$ cat src/rtl/aerr_pkg.sv
package aerr_pkg;
  localparam int IDX_W       = 5;
  localparam int SHORT_WORDS = 7;
  localparam int LONG_WORDS  = 29;
  localparam int SHORT_BYTES = SHORT_WORDS * 2;
  localparam int LONG_BYTES  = LONG_WORDS * 2;

  typedef enum logic [1:0] {ST_IDLE, ST_WRITE, ST_TAIL, ST_DONE} aerr_state_e;

  typedef struct packed {
    logic [31:0] fault;
    logic [15:0] opcode;
    logic [15:0] sr;
    logic [31:0] pc;
    logic        sup;
    logic        is_read;
    logic        is_instr;
    logic        level;
  } aerr_ctx_t;

  // compact layout: opcode upper bits, read, non-instruction, supervisor, access kind
  function automatic logic [15:0] short_mode(aerr_ctx_t c);
    return {c.opcode[15:5], c.is_read, ~c.is_instr, c.sup, c.is_instr, ~c.is_instr};
  endfunction

  // long layout status word
  function automatic logic [15:0] long_status(aerr_ctx_t c);
    return {2'b00, ~c.is_instr, 4'b0000, c.is_read, 5'b00000, c.sup, c.is_instr, ~c.is_instr};
  endfunction
endpackage

$ cat src/rtl/aerr_word_mux.sv
module aerr_word_mux
  import aerr_pkg::*;
#(
  parameter logic [15:0] FV_WORD = 16'h800C
) (
  input  aerr_ctx_t        ctx,
  input  logic [IDX_W-1:0] idx,
  output logic [15:0]      data
);
  always_comb begin
    data = 16'h0000;
    if (!ctx.level) begin
      case (idx)
        5'd0: data = short_mode(ctx);
        5'd1: data = ctx.fault[31:16];
        5'd2: data = ctx.fault[15:0];
        5'd3: data = ctx.opcode;
        5'd4: data = ctx.sr;
        5'd5: data = ctx.pc[31:16];
        5'd6: data = ctx.pc[15:0];
        default: data = 16'h0000;
      endcase
    end else begin
      case (idx)
        5'd0:  data = ctx.sr;
        5'd1:  data = ctx.pc[31:16];
        5'd2:  data = ctx.pc[15:0];
        5'd3:  data = FV_WORD;
        5'd4:  data = long_status(ctx);
        5'd5:  data = ctx.fault[31:16];
        5'd6:  data = ctx.fault[15:0];
        5'd12: data = ctx.opcode;
        default: data = 16'h0000;
      endcase
    end
  end
endmodule

$ cat src/rtl/aerr_seq.sv
module aerr_seq
  import aerr_pkg::*;
#(
  parameter int TAIL_CYCLES = 2
) (
  input  logic             clk,
  input  logic             rst_n,
  input  logic             start,
  input  logic             level,
  input  logic             ready,
  output logic             accept,
  output aerr_state_e      state,
  output logic [IDX_W-1:0] idx,
  output logic             halted
);
  localparam int TW = $clog2(TAIL_CYCLES + 1);
  localparam logic [IDX_W-1:0] LAST_SHORT = IDX_W'(SHORT_WORDS - 1);
  localparam logic [IDX_W-1:0] LAST_LONG  = IDX_W'(LONG_WORDS - 1);

  logic          lvl_q;
  logic [TW-1:0] tcnt;
  logic          in_frame;
  logic          last_word;

  assign in_frame  = (state == ST_WRITE) || (state == ST_TAIL);
  assign accept    = start && !halted && !in_frame;
  assign last_word = idx == (lvl_q ? LAST_LONG : LAST_SHORT);

  always_ff @(posedge clk or negedge rst_n) begin
    if (!rst_n) begin
      state  <= ST_IDLE;
      idx    <= '0;
      lvl_q  <= 1'b0;
      tcnt   <= '0;
      halted <= 1'b0;
    end else if (!halted) begin
      if (start && in_frame) begin
        halted <= 1'b1;
        state  <= ST_IDLE;
      end else begin
        case (state)
          ST_IDLE, ST_DONE: begin
            if (accept) begin
              state <= ST_WRITE;
              idx   <= '0;
              lvl_q <= level;
            end else begin
              state <= ST_IDLE;
            end
          end
          ST_WRITE: begin
            if (ready) begin
              if (last_word) begin
                if (lvl_q) begin
                  state <= ST_DONE;
                end else begin
                  state <= ST_TAIL;
                  tcnt  <= TW'(TAIL_CYCLES - 1);
                end
              end else begin
                idx <= idx + 1'b1;
              end
            end
          end
          ST_TAIL: begin
            if (tcnt == '0) state <= ST_DONE;
            else            tcnt  <= tcnt - 1'b1;
          end
          default: state <= ST_IDLE;
        endcase
      end
    end
  end
endmodule

$ cat src/rtl/aerr_frame_builder.sv
module aerr_frame_builder
  import aerr_pkg::*;
#(
  parameter int VECTOR_NUM  = 3,
  parameter int LONG_FMT    = 8,
  parameter int TAIL_CYCLES = 2
) (
  input  logic        clk,
  input  logic        rst_n,
  input  logic        start,
  input  logic        level,
  input  logic [31:0] fault_addr,
  input  logic [15:0] opcode,
  input  logic [15:0] sr,
  input  logic [31:0] pc,
  input  logic        sup,
  input  logic        is_read,
  input  logic        is_instr,
  input  logic [31:0] sp_in,
  output logic        wr_valid,
  input  logic        wr_ready,
  output logic [31:0] wr_addr,
  output logic [15:0] wr_data,
  output logic [31:0] sp_out,
  output logic        busy,
  output logic        done,
  output logic        halt
);
  localparam logic [15:0] FV_WORD = 16'((LONG_FMT << 12) | (VECTOR_NUM * 4));

  aerr_ctx_t        ctx_q;
  aerr_state_e      state;
  logic [IDX_W-1:0] idx;
  logic             accept;
  logic [31:0]      sp_q;

  aerr_seq #(.TAIL_CYCLES(TAIL_CYCLES)) i_seq (
    .clk    (clk),
    .rst_n  (rst_n),
    .start  (start),
    .level  (level),
    .ready  (wr_ready),
    .accept (accept),
    .state  (state),
    .idx    (idx),
    .halted (halt)
  );

  always_ff @(posedge clk or negedge rst_n) begin
    if (!rst_n) begin
      ctx_q <= '0;
      sp_q  <= '0;
    end else if (accept) begin
      ctx_q <= '{fault: fault_addr, opcode: opcode, sr: sr, pc: pc,
                 sup: sup, is_read: is_read, is_instr: is_instr, level: level};
      sp_q  <= sp_in - (level ? 32'(LONG_BYTES) : 32'(SHORT_BYTES));
    end
  end

  aerr_word_mux #(.FV_WORD(FV_WORD)) i_mux (
    .ctx  (ctx_q),
    .idx  (idx),
    .data (wr_data)
  );

  assign wr_valid = state == ST_WRITE;
  assign wr_addr  = sp_q + {26'd0, idx, 1'b0};
  assign sp_out   = sp_q;
  assign busy     = (state == ST_WRITE) || (state == ST_TAIL);
  assign done     = state == ST_DONE;
endmodule

$ cat config.mk
export PLATFORM = sky130hd
export DESIGN_NAME = aerr_frame_builder
export DESIGN_NICKNAME = d
export VERILOG_FILES = /design/src/rtl/aerr_pkg.sv /design/src/rtl/aerr_word_mux.sv /design/src/rtl/aerr_seq.sv /design/src/rtl/aerr_frame_builder.sv
export SDC_FILE = /design/constraint.sdc
export NUM_CORES = 1
export LEC_CHECK = 0
export ABC_AREA = 0
export CAP_MARGIN = 10
export CELL_PAD_IN_SITES_DETAIL_PLACEMENT = 1
export CELL_PAD_IN_SITES_GLOBAL_PLACEMENT = 1
export CORE_UTILIZATION = 35
export CTS_CLUSTER_DIAMETER = 80
export DETAILED_ROUTE_END_ITERATION = 16
export DONT_BUFFER_PORTS = 1
export PLACE_DENSITY_LB_ADDON = 0.1
export SKIP_CTS_REPAIR_TIMING = 1
export SYNTH_ARGS = -nofsm -noshare
export SYNTH_HDL_FRONTEND = slang
export SYNTH_HIERARCHICAL = 1
export SYNTH_SLANG_ARGS = --single-unit
$ cat constraint.sdc
create_clock -name clk -period 4.48 [get_ports clk]
set_input_delay 0.896 -clock clk [delete_from_list [all_inputs] [get_ports clk]]
set_output_delay 0.896 -clock clk [all_outputs]
set_load 0.02 [all_outputs]
# ---- Yosys cells after proc, flatten, opt, wreduce, memory -nomap -nowiden
# Index checks and enable logic that the tools add are counted.
dict set report totals {
  regBits 143
  latchBits 0
  ram_bits 0
  romBits 0
  in_bits 136
  wordCells 80
  memories 0
}
dict set report op_classes {
  addsub 4
  mul 0
  div 0
  order_cmp 0
  n_eq_ne 20
  shift 0
  n_mux 23
  bitwise 3
  reduce_logical 16
}
# operator n
set ops {}
lappend ops {{$pmux 16 s8} 1}
lappend ops {{$pmux 16 s7} 1}
lappend ops {{$add 32x6->32} 1}
lappend ops {{$sub 32x6->32} 1}
lappend ops {{$mux 5} 4}
lappend ops {{$mux 16} 1}
lappend ops {{$mux 2} 8}
lappend ops {{$eq 5x3->1 const B} 3}
lappend ops {{$eq 5x2->1 const B} 2}
lappend ops {{$pmux 5 s2} 1}
lappend ops {{$ne 3x1->1 const B} 3}
lappend ops {{$ne 2x2->1 const B} 4}
lappend ops {{$reduce_and 4->1} 2}
lappend ops {{$reduce_and 7->1} 1}
lappend ops {{$mux 6} 1}
lappend ops {{$pmux 2 s3} 1}
lappend ops {{$reduce_and 6->1} 1}
lappend ops {{$add 5x1->5 const B} 1}
lappend ops {{$eq 5x1->1 const B} 1}
lappend ops {{$eq 5x4->1 const B} 1}
lappend ops {{$eq 5x5->1} 1}
lappend ops {{$logic_not 5->1} 1}
lappend ops {{$eq 2x2->1 const B} 2}
lappend ops {{$logic_not 2->1} 2}
lappend ops {{other kinds (11)} 21}

# ---- Longest topological paths before layout
# Gate-level depths: netlist of the first run.
dict set report depth {
  word_depth 7
  ltp_mapped 9
  ltp_nobuf 7
}

# ---- By module
# The synthesis of the first run kept the hierarchy.
# module instances cells_each area_each_um2 seq_area_each_um2
set by_module_without_submodules {}
lappend by_module_without_submodules {aerr_frame_builder 1 522 6344.8 3303.2}
lappend by_module_without_submodules {aerr_word_mux 1 284 1991.9 0.0}
lappend by_module_without_submodules {aerr_seq 1 76 710.7 275.3}

# ---- Least setup slack after synthesis of the first run
# Ideal clock, no wire load.
dict set report synth_path {
  path_type {register to output}
  startpoint {reg sp_q[1], in the netlist sp_out[1]}
  endpoint {out wr_addr[27]}
  t_arrival_ns 2.239
  path_slack_ns 1.345
  stages_incl_launch_ff 9
  n_path_buf 1
  path_cell_list {dfrtp_1 -> ha_1 -> inv_1 -> fa_1 -> nor2b_1 -> o31a_1 -> clkbuf_1 -> o2111ai_1 -> xnor2_1}
}
dict set report synth_between {
  elab_chain_cells 1
}
# element line_no
set synth_rtl {}
lappend synth_rtl {{from (decl)} aerr_frame_builder.sv:35} ;# logic [31:0] sp_q;
lappend synth_rtl {{from (signal assigned)} aerr_frame_builder.sv:56} ;# sp_q <= sp_in - (level ? 32'(LONG_BYTES) : 32'(SHORT_BYTES));
lappend synth_rtl {{$add 32x6->32} aerr_frame_builder.sv:67} ;# assign wr_addr = sp_q + {26'd0, idx, 1'b0};
lappend synth_rtl {{to (decl)} aerr_frame_builder.sv:22} ;# output logic [31:0] wr_addr,
# No other way between the ends.

# ---- Worst setup path in the final report of the first run
dict set report layout_path {
  startpoint {reg i_seq.idx[0]}
  endpoint {out wr_addr[31]}
}
dict set report layout_between {
  elab_chain_cells 1
}
# element line_no
set layout_rtl {}
lappend layout_rtl {{from (decl)} aerr_seq.sv:13} ;# output logic [IDX_W-1:0] idx,
lappend layout_rtl {{from (signal assigned)} aerr_seq.sv:61} ;# idx <= idx + 1'b1;
lappend layout_rtl {{$add 32x6->32} aerr_frame_builder.sv:67}
# No other way between the ends.

==> results of run 1 <==
[worst reg2reg max path, stage by stage, from the launching register on]
cell	delay (ns)
dfrtp_1	0.45
inv_1	0.09
ha_1	0.34
nor2b_1	0.21
or4_1	0.59
and2_0	0.21
a311o_1	0.31
[where the power goes]
part	switching, uW	total, uW	internal [uW]
registers	932	2860	1920
logic	1670	2910	1240
clock network	620	1460	839
[per-stage QoR]
step | cells | hold slack [ns] | area (sq um) | total power (uW) | worst slack [ns]
floorplan | 882 | 0.480 | 9050 | 4980 | 1.34
global placement | 1161 | 0.495 | 9290 | 5680 | 0.880
detailed placement | 1161 | 0.498 | 9290 | 5800 | 0.759
CTS | 1193 | 0.147 | 9890 | 7310 | 0.289
global route | 1197 | 0.137 | 9900 | 7700 | 0.0825
finish | 1198 | 0.166 | 9900 | 7220 | 0.313
[cell usage in the layout (no fill, tap or decap), drive strengths merged, types with 7 or more instances in the layout]
cell	synthesis	final
buf	33	15
nor2b	11	11
nand3	14	14
ha	15	15
clkbuf	33	17
o2111ai	13	13
nand4b	7	7
o22ai	18	18
xnor2	30	30
o31ai	13	13
or3	8	8
mux2i	42	42
xor2	8	8
o211ai	22	22
inv	19	26
a21oi	43	43
mux2	111	111
or4	14	14
nand2	30	30
nor2	61	61
nand3b	8	8
dfrtp	143	143
nand2b	8	8
or2	7	7
a211oi	10	10
o21ai	39	39
nor4	10	10
nor3	7	7
and3	8	8
a31oi	28	28
[state kept, by name (all words and copies together) (netlist names)]
signal,flops
i_seq/lvl_q,1
i_seq/idx,5
sp_out,32
i_seq/halted,1
i_seq/state,2
ctx_q,100
i_seq/tcnt,2
[how the worst min path moves through the flow]
stage,to,slack (ns),depth (start not counted)
3_5_place_dp,ctx_q[69],0.50,1
5_1_grt,i_seq/state[1],0.14,0
4_1_cts,sp_out[25],0.15,0
3_3_place_gp,ctx_q[69],0.50,1
2_1_floorplan,ctx_q[37],0.48,1
6_report,i_seq/state[1],0.17,0
[cells by family after synthesis]
| kind of cell | after synthesis | share of synthesized area |
|---|---|---|
| buffers and inverters | 85 | 0.0427 |
| XOR/XNOR | 38 | 0.0368 |
| flip-flops | 143 | 0.396 |
| adder cells (fa/ha/maj) | 17 | 0.0252 |
| AO/OA/AOI/OAI | 227 | 0.171 |
| multiplexers | 158 | 0.197 |
| AND/OR/NAND/NOR | 214 | 0.132 |
[layout make-up]
cell class,count,area (sq um)
Fill cell,2811,15400
Multi-Input combinational cell,654,5090
Clock inverter,15,174
Antenna cell,5,12.5
Sequential cell,143,3580
Clock buffer,17,425
Tap cell,330,413
Inverter,19,71.3
Timing Repair Buffer,15,125
[routing by layer]
layer,GRT usage,vias to the layer above
li1,-,3292
met1,0.279,3650
met2,0.354,168
met3,0.0581,30
met4,0.0705,4
met5,0,-
==> metrics, run 1 <==
status=finished, final reports clean; CP Capture Point=wr_addr[31]; pin count of the biggest net entering global routing=144; Final ANT Viol Nets=0; Crit path arrival time=3.27 ns; vias post-DR=7,144; Avg WL per Cell=23.4 microns; Reg-to-Reg End=i_seq/idx[1]; clk slew on worst S/H paths=~0.060 ns; DRC violation count after routing=0; Synth Instances=a little under 900; die height=163 microns; most frequent cell after synthesis=dfrtp_1; Worst Setup SP=i_seq/idx[0]; cell depth of the worst setup path=7; Final Hold Fails=0; area share of the largest cell type after synthesis=0.396; Clock H-tree levels=4; delay-heaviest family, CP=compound AO/OA/AOI/OAI gates; syn_nets=1,035; worst r2r src=i_seq/state[1]; EDFF count, synth=0; leading area contributor after synthesis=dfrtp_1; Tmin final=approximately 4.2 ns; Area contributors post-synth=dfrtp_1 40%, mux2_2 14%, mux2i_1 4.6%; share of layout cells above drive strength 1=0.213; CP max stage delay=approximately 0.65 ns; post-DP HPWL=slightly above 20 mm; worst r2r path cells=6; critical path buffer and inverter count=1; Max-cap violations=0; die area=26,500 sq um; CTS tree=done; cts bufs inserted=17; Yosys cell types=between 70 and 80; Mapped Avg Cell Area=between 10 and 15 sq um; Area Growth Syn to Fin=9.40%; most instantiated cells after synthesis=143 x dfrtp_1, 109 x mux2_2, 61 x nor2_1, 42 x a21oi_1, 42 x mux2i_1; met3 WL post-DR=1.56 mm; IR drop worst, VDD=0.000230 V; CP endpoint kind=primary output; Final Max Slew Viols=0; worst min path class=input port to asynchronous set/reset pin; CP max stage cell=dfrtp_2; critical-path maximum fanout=23; Setup Skew=0.00839 ns; Seq/Total Area, Yosys=0.396; fin util=0.392; Setup TNS Final=0 ns; core area=about 25,000 sq um; YS warnings=6; Slew headroom=0.375; Post-synth top flop=dfrtp_1; Post-Syn Area=9050 sq um; number of vias per cell=5.96; clk buf depth=2; TritonCTS Sinks=143; Die Span X=163 microns; Detailed Route WL=28.0 mm; final setup fails=0; final period utilization=0.930; RSZ-0062 raised after global routing=false; Final Wtd Congestion=0.800; worst-margin pin slew=0.929 ns; DR pass1 iterations=5; CP Launch Type=flop; starting density of the core=0.358; R2R setup slack=2.17 ns; Critical Path RT=3.58 ns; f_max=0.240 GHz; cells along the critical path=ha_1 -> inv_1 -> fa_1 -> nor2b_1 -> o31a_1 -> o2111ai_1 -> xnor2_1; top sig layer=met5; met2 wire len=13.7 mm; power density cells=approximately 730 nW/um^2; overall routing resource usage=0.217; CTS root buffer=clkbuf_16; row cnt=58; first-pass GRT wire length=44.2 mm; initial antenna violation count=7; Seq cells post-synth=143; PortBufs=0; crit path kind=flop to primary output; Overflow after GRT=0; io pins=220; nets=1,003; vias in the first global route=7,581; Skew-Pair Late Insertion Delay=0.42 ns; Async S/R FF share, synth=1.00; wire length on met1=12.3 mm; 1st-iter DRT viols=376; Leak=0.00357 uW
(Power assumes the default switching activity.)
==> run 2, diff against run 1 <==
GPL_TIMING_DRIVEN = 0   (was unset)
==> metrics, run 2 (same netlist as run 1, synthesis figures left out) <==
Crit path arrival time=3.32 ns; most frequent cells in the layout=143 x dfrtp_1, 109 x mux2_2, 61 x nor2_1; clk slew on worst S/H paths=0.06 ns; Logic pwr share=0.417; io pins=220; DRC violation count after routing=0; share of layout cells above drive strength 1=0.213; Final Wtd Congestion=just under 0.9; core area=roughly 25,000 sq um; Avg WL per Cell=roughly 28 microns; fill count=2,808; vias in the first global route=about 8,400; Overflow after GRT=0; most common cell after layout, fill and taps aside=dfrtp_1; worst min path class=input port to asynchronous set/reset pin; final period utilization=0.941; row cnt=58; switching part of the total power=0.456; vias post-DR=7,832; overall routing resource usage=0.264; 1st-iter DRT viols=540; TritonCTS Sinks=143; Final ANT Viol Nets=0; DR pass1 iterations=5; Clk pwr share=0.203; power density cells=745 nW/um^2; post-DP HPWL=25.4 mm; Setup TNS Final=0 ns; Detailed Route WL=34.6 mm; Max-cap violations=0; Setup Skew=0.0121 ns; Largest register FFs=100; worst-margin pin slew=1.13 ns; first-pass GRT wire length=51.9 mm; die height=163 microns; Critical Path RT=3.58 ns; pin count of the biggest net entering global routing=144; Area Growth Syn to Fin=11.5%; crit path kind=flop to primary output; RSZ-0062 raised after global routing=false; Power Internal=approximately 4000 uW; Slew headroom=0.250; critical-path maximum fanout=11; Final Max Slew Viols=0; PortBufs=0; nets=1,054; Flop pwr share=0.379; f_max=0.237 GHz; pre-CTS setup slack=0.700 ns; net switching power=3430 uW; CP endpoint kind=primary output; number of vias per cell=around 6.3; Tmin final=4.22 ns; area of the multi-input gates=5080 sq um; final setup fails=0; starting density of the core=0.358; Final Hold Fails=0; status=finished, final reports clean; Power Total=7510 uW; cts bufs inserted=17; CP Launch Type=flop; worst setup margin=about 0.26 ns; CTS root buffer=clkbuf_16; most flop-heavy register=ctx_q; Register Area=around 3600 sq um; fin util=0.400; worst r2r path cells=9; Leak=0.00371 uW; die area=26,500 sq um; Clock H-tree levels=4; Skew-Pair Late Insertion Delay=0.44 ns; final hold slack=roughly 0.16 ns; initial antenna violation count=5; clk buf depth=2; IR drop worst, VDD=0.000272 V; Die Span X=163 microns; CTS tree=done
==> run 2: changes by cell type in the layout (fill, tap and decap cells not counted), sizes merged <==
cell	previous run	this run
diode	5	4
clkbuf	17	52
bufinv	2	3
clkinvlp	3	4
clkinv	3	1
inv	26	24
buf	15	33
==> run 2: cell type report <==
class	count	area share
tap	330	0.0409
antenna	4	0.000992
clock buffer	19	0.0439
clock inverter	13	0.0176
inverter	19	0.00707
multi-input combinational	654	0.504
buffer	66	0.0312
sequential	143	0.355
==> run 2: critical path, cell delays in order (launching register included) <==
cell and delay [ns]:
dfrtp_1 0.57, ha_1 0.25, inv_1 0.06, fa_1 0.40, nor2b_1 0.16, o31a_1 0.28
clkbuf_1 0.44, o2111ai_1 0.28, xnor2_1 0.47
==> run 2: per-layer routing <==
| metal | track usage | part of all wire | up-vias |
|---|---|---|---|
| li1 | - | - | 3380 |
| met1 | 0.344 | 0.43 | 4048 |
| met2 | 0.429 | 0.48 | 348 |
| met3 | 0.0665 | 0.073 | 54 |
| met4 | 0.0833 | 0.020 | 2 |
| met5 | 0 | 0.00049 | - |
==> run 2: path summary, 6_finish.rpt <==
check	start	endpoint	slack (ns)
worst max-delay path	i_seq/idx[0]	wr_addr[31]	0.26
worst min-delay path	rst_n	i_seq/state[1]	0.16
worst max register to register	i_seq/state[0]	sp_out[13]	1.25
worst min register to register	ctx_q[30]	ctx_q[30]	0.51
max in group asynchronous	rst_n	ctx_q[40]	4.11
min in group clk	ctx_q[30]	ctx_q[30]	0.51
==> run 2: per-stage QoR <==
stage	area (sq um)	instances
2_1_floorplan	9050	882
5_1_grt	10100	1247
3_5_place_dp	9460	1212
4_1_cts	10100	1244
6_report	10100	1248
3_3_place_gp	9460	1212
==> run 2: power by group through the flow <==
stage	clock network, uW	registers (uW)	logic, uW
2_1_floorplan	0	2540	2440
3_3_place_gp	0	2830	2960
3_5_place_dp	0	2870	3080
4_1_cts	1550	2850	3100
5_1_grt	1610	2940	3350
6_report	1530	2850	3140
